==> src/rtl/isc_pkg.sv <==
package isc_pkg;
  localparam logic [7:0] ISC_MASKED = 8'hFF;

  typedef struct packed {
    logic mpend;     // bit 3: message seen while masked
    logic rejected;  // bit 2: message offer rejected
    logic sent;      // bit 1: level offer outstanding
    logic asserted;  // bit 0: level input high
  } isc_flags_t;
endpackage

==> src/rtl/isc_src_cell.sv <==
module isc_src_cell
  import isc_pkg::*;
#(
  parameter int unsigned SRV_W    = 4,
  parameter bit          IS_LEVEL = 1'b0
) (
  input  logic             clk,
  input  logic             rst,
  input  logic             irq_in,
  input  logic             cfg_hit,
  input  logic [SRV_W-1:0] cfg_server,
  input  logic [7:0]       cfg_prio,
  input  logic [7:0]       cfg_saved,
  input  logic             rej_hit,
  input  logic             eoi_hit,
  input  logic             resend,
  input  logic             take,
  output logic             want_o,
  output logic [SRV_W-1:0] srv_o,
  output logic [7:0]       prio_o,
  output logic [7:0]       sav_o,
  output isc_flags_t       flags_o
);
  logic [SRV_W-1:0] srv_q, srv_d;
  logic [7:0]       prio_q, prio_d, sav_q, sav_d;
  isc_flags_t       fl_q, fl_d;
  logic             op_q, op_d;
  logic             rise, do_eval;

  // Same-cycle order: take, reject, eoi, config, input, resend, then level evaluation
  always_comb begin
    srv_d   = srv_q;
    prio_d  = prio_q;
    sav_d   = sav_q;
    fl_d    = fl_q;
    op_d    = op_q & ~take;
    do_eval = 1'b0;
    rise    = irq_in & ~fl_q.asserted;
    if (rej_hit) begin
      if (IS_LEVEL) fl_d.sent = 1'b0;
      else          fl_d.rejected = 1'b1;
    end
    if (eoi_hit && IS_LEVEL) fl_d.sent = 1'b0;
    if (cfg_hit) begin
      srv_d  = cfg_server;
      prio_d = cfg_prio;
      sav_d  = cfg_saved;
      if (IS_LEVEL) begin
        do_eval = 1'b1;
      end else if (fl_d.mpend && (cfg_prio != ISC_MASKED)) begin
        fl_d.mpend = 1'b0;
        op_d       = 1'b1;
      end
    end
    if (IS_LEVEL) begin
      fl_d.asserted = irq_in;
      if (rise) do_eval = 1'b1;
    end else if (irq_in) begin
      if (prio_d == ISC_MASKED) fl_d.mpend = 1'b1;
      else                      op_d       = 1'b1;
    end
    if (resend) begin
      if (IS_LEVEL) begin
        do_eval = 1'b1;
      end else if (fl_d.rejected) begin
        fl_d.rejected = 1'b0;
        if (prio_d != ISC_MASKED) op_d = 1'b1;
      end
    end
    if (do_eval && (prio_d != ISC_MASKED) && fl_d.asserted && !fl_d.sent) begin
      fl_d.sent = 1'b1;
      op_d      = 1'b1;
    end
  end

  always_ff @(posedge clk) begin
    if (rst) begin
      srv_q  <= '0;
      prio_q <= ISC_MASKED;
      sav_q  <= ISC_MASKED;
      fl_q   <= '0;
      op_q   <= 1'b0;
    end else begin
      srv_q  <= srv_d;
      prio_q <= prio_d;
      sav_q  <= sav_d;
      fl_q   <= fl_d;
      op_q   <= op_d;
    end
  end

  assign want_o  = op_q & (prio_q != ISC_MASKED);
  assign srv_o   = srv_q;
  assign prio_o  = prio_q;
  assign sav_o   = sav_q;
  assign flags_o = fl_q;
endmodule

==> src/rtl/isc_offer_pick.sv <==
module isc_offer_pick #(
  parameter int unsigned N_SRC = 16,
  localparam int unsigned IDX_W = $clog2(N_SRC)
) (
  input  logic [N_SRC-1:0] want,
  output logic             any,
  output logic [IDX_W-1:0] idx
);
  // Lowest index wins: scan downward so the last hit is the smallest
  always_comb begin
    any = 1'b0;
    idx = '0;
    for (int i = N_SRC - 1; i >= 0; i--) begin
      if (want[i]) begin
        any = 1'b1;
        idx = IDX_W'(i);
      end
    end
  end
endmodule

==> src/rtl/isc_source_bank.sv <==
module isc_source_bank
  import isc_pkg::*;
#(
  parameter int unsigned      N_SRC     = 16,
  parameter int unsigned      SRV_W     = 4,
  parameter int unsigned      NUM_W     = 16,
  parameter logic [NUM_W-1:0] NUM_BASE  = 16'h1000,
  parameter logic [N_SRC-1:0] LEVEL_MAP = 16'h00FF,
  localparam int unsigned     IDX_W     = $clog2(N_SRC)
) (
  input  logic             clk,
  input  logic             rst,
  input  logic [N_SRC-1:0] irq_in,
  input  logic             cfg_we,
  input  logic [IDX_W-1:0] cfg_idx,
  input  logic [SRV_W-1:0] cfg_server,
  input  logic [7:0]       cfg_prio,
  input  logic [7:0]       cfg_saved,
  input  logic [IDX_W-1:0] rd_idx,
  output logic [SRV_W-1:0] rd_server,
  output logic [7:0]       rd_prio,
  output logic [7:0]       rd_saved,
  output logic [3:0]       rd_flags,
  input  logic             rej_valid,
  input  logic [NUM_W-1:0] rej_num,
  input  logic             eoi_valid,
  input  logic [NUM_W-1:0] eoi_num,
  input  logic             resend_req,
  output logic             offer_valid,
  output logic [NUM_W-1:0] offer_num,
  output logic [SRV_W-1:0] offer_server,
  output logic [7:0]       offer_prio,
  input  logic             offer_ready
);
  localparam logic [NUM_W-IDX_W-1:0] BANK_TAG = NUM_BASE[NUM_W-1:IDX_W];

  logic [N_SRC-1:0] want_v, take_v;
  logic [SRV_W-1:0] srv_a  [N_SRC];
  logic [7:0]       prio_a [N_SRC];
  logic [7:0]       sav_a  [N_SRC];
  isc_flags_t       flg_a  [N_SRC];
  logic             pick_any, load;
  logic [IDX_W-1:0] pick_idx;
  logic             rej_in_bank, eoi_in_bank;

  // Aligned power-of-two bank: upper bits select the bank, lower bits the source
  assign rej_in_bank = rej_valid && (rej_num[NUM_W-1:IDX_W] == BANK_TAG);
  assign eoi_in_bank = eoi_valid && (eoi_num[NUM_W-1:IDX_W] == BANK_TAG);
  assign load        = ~offer_valid | offer_ready;

  for (genvar g = 0; g < N_SRC; g++) begin : g_src
    isc_src_cell #(
      .SRV_W   (SRV_W),
      .IS_LEVEL(LEVEL_MAP[g])
    ) u_cell (
      .clk       (clk),
      .rst       (rst),
      .irq_in    (irq_in[g]),
      .cfg_hit   (cfg_we && (cfg_idx == IDX_W'(g))),
      .cfg_server(cfg_server),
      .cfg_prio  (cfg_prio),
      .cfg_saved (cfg_saved),
      .rej_hit   (rej_in_bank && (rej_num[IDX_W-1:0] == IDX_W'(g))),
      .eoi_hit   (eoi_in_bank && (eoi_num[IDX_W-1:0] == IDX_W'(g))),
      .resend    (resend_req),
      .take      (take_v[g]),
      .want_o    (want_v[g]),
      .srv_o     (srv_a[g]),
      .prio_o    (prio_a[g]),
      .sav_o     (sav_a[g]),
      .flags_o   (flg_a[g])
    );
    assign take_v[g] = load & pick_any & (pick_idx == IDX_W'(g));
  end

  isc_offer_pick #(.N_SRC(N_SRC)) u_pick (
    .want(want_v),
    .any (pick_any),
    .idx (pick_idx)
  );

  always_ff @(posedge clk) begin
    if (rst) begin
      offer_valid  <= 1'b0;
      offer_num    <= '0;
      offer_server <= '0;
      offer_prio   <= '0;
    end else if (load) begin
      offer_valid <= pick_any;
      if (pick_any) begin
        offer_num    <= {BANK_TAG, pick_idx};
        offer_server <= srv_a[pick_idx];
        offer_prio   <= prio_a[pick_idx];
      end
    end
  end

  always_ff @(posedge clk) begin
    if (rst) begin
      rd_server <= '0;
      rd_prio   <= '0;
      rd_saved  <= '0;
      rd_flags  <= '0;
    end else begin
      rd_server <= srv_a[rd_idx];
      rd_prio   <= prio_a[rd_idx];
      rd_saved  <= sav_a[rd_idx];
      rd_flags  <= flg_a[rd_idx];
    end
  end
endmodule

==> config.mk <==
export PLATFORM = sky130hd
export DESIGN_NAME = isc_source_bank
export DESIGN_NICKNAME = d
export VERILOG_FILES = /design/src/rtl/isc_pkg.sv /design/src/rtl/isc_src_cell.sv /design/src/rtl/isc_offer_pick.sv /design/src/rtl/isc_source_bank.sv
export SDC_FILE = /design/constraint.sdc
export NUM_CORES = 1
export LEC_CHECK = 0
export ABC_AREA = 1
export BUFFER_PORTS_ARGS = -buffer_cell sky130_fd_sc_hd__buf_4
export CAP_MARGIN = 20
export CORE_MARGIN = 2
export CORE_UTILIZATION = 50
export DETAILED_ROUTE_END_ITERATION = 10
export PLACE_DENSITY = 0.72
export SLEW_MARGIN = 40
export SYNTH_ARGS = -nofsm -noshare
export SYNTH_HDL_FRONTEND = slang
export SYNTH_HIERARCHICAL = 1
export SYNTH_SLANG_ARGS = --single-unit
==> constraint.sdc <==
create_clock -name clk -period 2.7 [get_ports clk]
set_input_delay 0.54 -clock clk [delete_from_list [all_inputs] [get_ports clk]]
set_output_delay 0.54 -clock clk [all_outputs]
set_load 0.005 [all_outputs]
==> results.md, run 1 <==
- Status: complete, but fails checks
- Failing checks: DRC, setup timing
- Slowest stage cell on the critical path: dfxtp_1
- CP arrival: 3.31 ns
- H-tree depth: 2
- Worst vdd ir: 0.0006381 V
- First DRT Iteration DRCs: ~3,500
- Max-slew violations: 0
- Post-layout instance area: 0.02731 mm²
- CTS tree: yes
- Final std cells w/o fill: 4,736
- Critical Path Most Common Cell: nand2_1
- Starting density of the core: 50.74%
- CTS max path bufs: 3
- Worst Reg-to-Reg Cells: 28
- Vias per Instance: 5.502
- # diodes: 0
- Placed cell areas: between 0.02 and 0.03 mm²
- Die H: 221.4 µm
- Initial antenna violation count: 0
- Full die area: between 0.04 and 0.05 mm²
- Hold Buf Count CTS: 0
- Placer Congestion: between 1 and 1.5
- CTS Buf Count: 46
- Fin crit period: 2.779 ns
- Placed Cells: between 4,000 and 5,000
- CP max stage delay: 0.33 ns
- Io pins: ~140
- FP Rows: 79
- Max-slew headroom at the worst pin: 45.41%
- Hold Violations, Final: 0
- Clk_skew: 0.01765 ns
- Crit start category: register
- Syn. warnings: 6
- Worst path required time: 3.23 ns
- Port-buffer cells: 124
- Post-Synthesis Cells: ~4,000
- Layout Nets: 4,182
- First-pass GRT wire length: 140,000 µm
- Maxcap violations: 0
- Synthesized area per cell: 5.962 µm²
- Worst Tran Pin Value: 0.8179 ns
- Final setup violation count: 13
- Kind of end point of the critical path: register
- Vias: 26,060
- P per Cell Area: 642.5 mW/mm²
- Fin crit share: 102.9%
- Routed WL: between 90,000 and 100,000 µm
- Die width: 221.4 µm
- DRT Pass-1 Iters: 11
- Hpwl dp: 64,870 µm
- CP max FO: 13
- Reg clk slew, reported paths: 0.06 ns
- Tightest Hold Check Type: in -> reg
- Maximum clock frequency: ~360 MHz
- WHS Path Cells: 3
- Worst-Skew Late Latency: roughly 0.60 ns
- Pin count of the biggest net entering global routing: between 70 and 80
- Clock Sinks: 410
- Core Area: between 0.04 and 0.05 mm²
- GRT Util Overall: 37.17%
- Total congestion overflow: 0
- Drt wl/cell: 19.96 µm
- RSZ-0062 raised after global routing: true
- Pleak: approximately 15 nW
- Final WS setup: -0.07926 ns
- Layout area overhead: 15.63%
- Post-Syn Area: 0.02362 mm²
- ANT nets after route: 0
- Root Buffer: clkbuf_16
- Worst Setup Path Type: reg -> reg
- Drt drc: 3
- Vias in the first global route: 23,180
- Layout cells sized above 1: 14.07%
==> what timing repair did <==
item / 4_1_cts / 5_1_grt
resized for setup: 2 / 93
setup buffers: 0 / 5
pin swaps: 0 / 20
gates cloned: 0 / 6
setup endpoints to repair: 1 / 27
==> cells in the final DEF, fill, tap and decap left out, drive strengths merged, types with 16 or more instances in the layout <==
master / instances
a21oi: 61
nor2: 398
buf: 314
o21a: 16
nand4: 37
conb: 43
nand2: 1701
clkbuf: 71
nand3: 565
o21ai: 127
inv: 339
dfxtp: 410
==> flip-flops by register name (all words and copies together), names as in the netlist, 5 cells and up <==
| signal | count |
|---|---|
| rd_prio | 8 |
| offer_prio | 8 |
| g_src.u_cell/flags_o | 32 |
| g_src.u_cell/op_q | 16 |
| offer_num | 5 |
| rd_saved | 8 |
| g_src.u_cell/prio_o | 128 |
| g_src.u_cell/sav_o | 128 |
| g_src.u_cell/srv_o | 64 |
==> power breakdown <==
part | internal, mW | total [mW] | switching (mW)
logic | 1.68 | 4.71 | 3.03
registers | 6.35 | 6.64 | 0.280
clock network | 3.51 | 6.20 | 2.69
total | 11.6 | 17.5 | 6.00
==> cell type report <==
class / count / area, µm²
clock buffers: 66 / 1368
repair buffers: 319 / 2714
inverters: 339 / 1280
multi-input cells: 2983 / 12890
well taps: 607 / 759.5
fillers: 4634 / 19240
flip-flops and latches: 410 / 8210
clock inverters: 12 / 93.84
==> worst max-delay path: cells and delay by family (launching register included) <==
kind | cells | cell delay, ns
DFF | 1 | 0.33
AOI/OAI and AO/OA | 2 | 0.48
and+or+nand+nor | 22 | 1.39
buffers and inverters | 4 | 0.51
==> per-stage QoR <==
step / TNS [ns] / utilization (%) / setup slack, ns / total power [mW] / hold slack [ns]
5_1_grt: -4.635 / 58.67 / -0.2870 / 18.17 / 0.1535
3_5_place_dp: -0.02566 / 54.52 / -0.02566 / 10.88 / 0.4373
2_1_floorplan: 0 / - / 0.3674 / 9.145 / 0.4236
4_1_cts: 0 / 57.68 / 0.02077 / 16.99 / 0.1440
6_report: -0.4889 / 58.67 / -0.07926 / 17.55 / 0.1547
3_3_place_gp: 0 / 54.52 / 0.002669 / 10.86 / 0.4323
==> layer usage <==
metal	vias to the layer above	wire length (µm)	GRT usage, %
met1	11740	36870	47.65
met5	-	0	0
met4	0	8056	26.98
met3	366	9774	7.728
met2	1455	39830	55.40
li1	12500	-	-
==> worst paths after layout <==
check                                         from                                     to  slack [ns]
max          g_src[14].u_cell/prio_o[1]$_SDFF_PP1_           offer_server[3]$_SDFFE_PP0P_       -0.08
max reg2reg  g_src[14].u_cell/prio_o[1]$_SDFF_PP1_           offer_server[3]$_SDFFE_PP0P_       -0.08
min                                      irq_in[6]  g_src[6].u_cell/flags_o[0]$_SDFF_PP0_        0.15
min reg2reg  g_src[1].u_cell/sav_o[0]$_SDFFE_PP1P_  g_src[1].u_cell/sav_o[0]$_SDFFE_PP1P_        0.45
No activity file was read; power rests on OpenSTA's default activity.
==> inputs of run 2 (changes only) <==
- PLACE_DENSITY: 0.72 -> 0.73
- SYNTH_HIERARCHICAL: 1 -> not set
- clock period: 2.7 -> 3.53 ns (I/O delays scaled with it)
==> run 2 against run 1 <==
Against the previous run: global-route usage fell by 0.22 points; final area down 14%; power decreased by 32%; clock power fell by 21%; routed wire length decreased by 16%; highest routed layer is now met5; combinational power fell by 57%; the flow now finishes without violations; largest cell class unchanged; count of clock-buffer cells in the layout did not move; clock skew is 0.011 ns higher; core utilization fell by 1.1 points; synthesized cell count down 20%; setup slack better by 0.54 ns; sequential share of layout area up 5.0 points.
==> results.md, run 2 <==
- ANT nets after route: 0
- Seq pwr share: between 40% and 50%
- P per Cell Area: 507.2 mW/mm²
- Pleak: 10.76 nW
- Max-slew headroom at the worst pin: 39.26%
- Flop-to-flop setup slack: 0.46 ns
- Post-synth cell types: 34
- Most frequent cells after synthesis: nand2_1, o21ai_0, dfxtp_1, nor2_1, nand3_1
- Crit start category: register
- Fin crit share: 86.83%
- Worst-Skew Late Latency: 0.61 ns
- H-tree depth: 2
- Worst path required time: 4.06 ns
- Worst vdd ir: around 0.00037 V
- Fin Hold WS: about 0.31 ns
- Total congestion overflow: 0
- GRT Util Overall: between 30 and 40%
- Clock group share of total power: 41.1%
- Reg clk slew, reported paths: 0.06 ns
- Max-slew violations: 0
- FP Rows: 74
- Maximum clock frequency: approximately 330 MHz
- Post-CTS Setup Inserts: 0
- Hold Buf Count CTS: 0
- Cell taking the most area after synthesis: dfxtp_1
- Placer Congestion: 1.024
- Internal: 8.271 mW
- Root Buffer: clkbuf_16
- CTS Buf Count: between 40 and 50
- Post-Synthesis Cells: 3,173
- Fraction of power spent switching nets: 30.25%
- Maxcap violations: 0
- CP max FO: 60
- Top cells by area, synth: dfxtp_1, nand2_1, o21ai_0
- Io pins: ~140
- Routed WL: 79,520 µm
- Drt wl/cell: 21.24 µm
- Seq/Total Area, Yosys: 40.02%
- Final setup violation count: 0
- Layout filler cell count: slightly below 4,000
- Vias in the first global route: 20,740
- Starting density of the core: 50.45%
- Clock Sinks: 410
- Cell with the most instances after synthesis: nand2_1
- Combinational share of power: 17.1%
- Post-Syn Area: slightly above 0.02 mm²
- Pin count of the biggest net entering global routing: 128
- Sum Neg Setup Slack: 0 ns
- Hpwl dp: 53,480 µm
- Sw Pwr: 3.587 mW
- Synthesized area per cell: 6.463 µm²
- RSZ-0062 raised after global routing: false
- First DRT Iteration DRCs: 2,945
- DRT Pass-1 Iters: 6
- Initial antenna violation count: 1
- Core Area: 0.04065 mm²
- Layout cells sized above 1: 9.502%
- Clk_skew: 0.02851 ns
- Synth Flop Type: dfxtp_1
- Worst Setup Path Type: reg -> reg
- Layout area overhead: 14.01%
- CTS resizes: 0
- Top cell type's share of synthesized area: 40.02%
- Drt drc: 0
- Full die area: 0.04265 mm²
- Die width: 206.5 µm
- First-pass GRT wire length: 120,400 µm
- Vias per Instance: 6.019
- Vias: 22,530
- Tightest Hold Check Type: in -> reg
- Die H: 206.5 µm
- Syn. warnings: 0
- Most common cell after layout, fill and taps aside: nand2_1
- Fin crit period: 3.065 ns
- EDFF count, synth: 0
- Synthesis-stage register bit count: 410
- Status: finished, final reports clean
- CTS max path bufs: 3
- Worst Tran Pin Value: about 0.91 ns
- Port-buffer cells: between 100 and 150
- CP arrival: between 3 and 4 ns
- Highest-count cells in the layout ignoring fill and taps: nand2_1, o21ai_0, dfxtp_1, nand3_1, nor2_1
- Post-synthesis async set-or-reset flop share: 0%
- Layout Nets: about 3,300
- Kind of end point of the critical path: register
- CTS tree: yes
- Hold Violations, Final: 0
-- run 2: cell types whose count changed in the layout (fill, tap and decap cells not counted), moves of 26 or more --
cell	delta
nand2_1	-699
o21ai_0	+370
nand3_1	-307
a21oi_1	+156
nor2_1	-128
inv_1	-110
buf_4	-100
nand2_2	-64
o211ai_1	+52
inv_2	-34
conb_1	-32
o221ai_1	+28
a21oi_2	-26
nor4_1	+26
-- run 2: per-layer routing --
| layer | wire length [µm] | GRT usage [%] | share of wire [%] |
|---|---|---|---|
| met1 | 31080 | 48.74 | 39 |
| met2 | 33560 | 55.20 | 42 |
| met3 | 10570 | 9.666 | 13 |
| met4 | 4285 | 19.77 | 5.4 |
| met5 | 16 | 0 | 0.020 |
-- run 2: cell type report --
| cell class | count | area [µm²] | share of cell area [%] |
|---|---|---|---|
| Clock buffer | 66 | 1305 | 5.581 |
| Multi-Input combinational cell | 2319 | 10610 | 45.39 |
| Antenna cell | 1 | 2.502 | 0.01070 |
| Clock inverter | 17 | 230.2 | 0.9846 |
| Inverter | 201 | 762.0 | 3.259 |
| Timing Repair Buffer | 197 | 1595 | 6.823 |
| Tap cell | 532 | 665.6 | 2.847 |
| Sequential cell | 410 | 8208 | 35.10 |
-- run 2: worst max-delay path, cell delays in order (launching register included) --
cell and delay, ns:
dfxtp_1 0.38, nand4_1 0.13, o21ai_1 0.27, nand2_1 0.08, nand2_1 0.08, nand2_1 0.05
nand2_1 0.07, nand2_1 0.05, nand2_1 0.10, nand2_1 0.07, nand2_1 0.09, nand2_1 0.06
nand2_1 0.08, nand2_1 0.06, nand2_1 0.13, nand2_4 0.08, nand2_4 0.23, buf_12 0.30
nand2_1 0.08, o21ai_0 0.09, nand2_1 0.08, nand2_1 0.08, nand2_1 0.05, nand2_1 0.13
nor2_1 0.08, nor2_1 0.08
-- run 2: metrics by stage --
stage | setup slack (ns) | utilization [%] | cell area [µm²] | power (mW) | instances
floorplan | 1.033 | - | 20540 | 6.186 | 3183
global placement | 0.4449 | 53.69 | 21820 | 6.980 | 3658
detailed placement | 0.4204 | 53.69 | 21820 | 6.997 | 3658
CTS | 0.5171 | 57.47 | 23360 | 11.81 | 3741
global route | 0.1753 | 57.52 | 23380 | 12.24 | 3742
finish | 0.4648 | 57.52 | 23380 | 11.86 | 3743
-- run 2: power groups by stage --
stage | combinational [mW] | sequential [mW] | clock (mW)
detailed placement | 1.94 | 5.05 | 0
global route | 2.19 | 4.97 | 5.08
CTS | 1.95 | 4.95 | 4.91
global placement | 1.93 | 5.05 | 0
floorplan | 1.19 | 5.00 | 0
finish | 2.02 | 4.96 | 4.88
-- run 2: worst paths after layout --
| check | from | endpoint | depth (start not counted) |
|---|---|---|---|
| setup / recovery | g_src[13].u_cell.prio_o[0]$_SDFF_PP1_ | offer_prio[5]$_SDFFE_PP0P_ | 25 |
| setup reg to reg | g_src[13].u_cell.prio_o[0]$_SDFF_PP1_ | offer_prio[5]$_SDFFE_PP0P_ | 25 |
| hold reg to reg | g_src[6].u_cell.sav_o[4]$_SDFFE_PP1P_ | g_src[6].u_cell.sav_o[4]$_SDFFE_PP1P_ | 2 |
| hold / removal | irq_in[7] | g_src[7].u_cell.flags_o[0]$_SDFF_PP0_ | 3 |
-- run 2: cell families after synthesis --
family	Yosys count	share of synthesized area, %
AND/OR/NAND/NOR	1519	30.32
AO/OA/AOI/OAI	789	20.84
buffers and inverters	454	8.798
flip-flops	410	40.02
other	1	0.01829
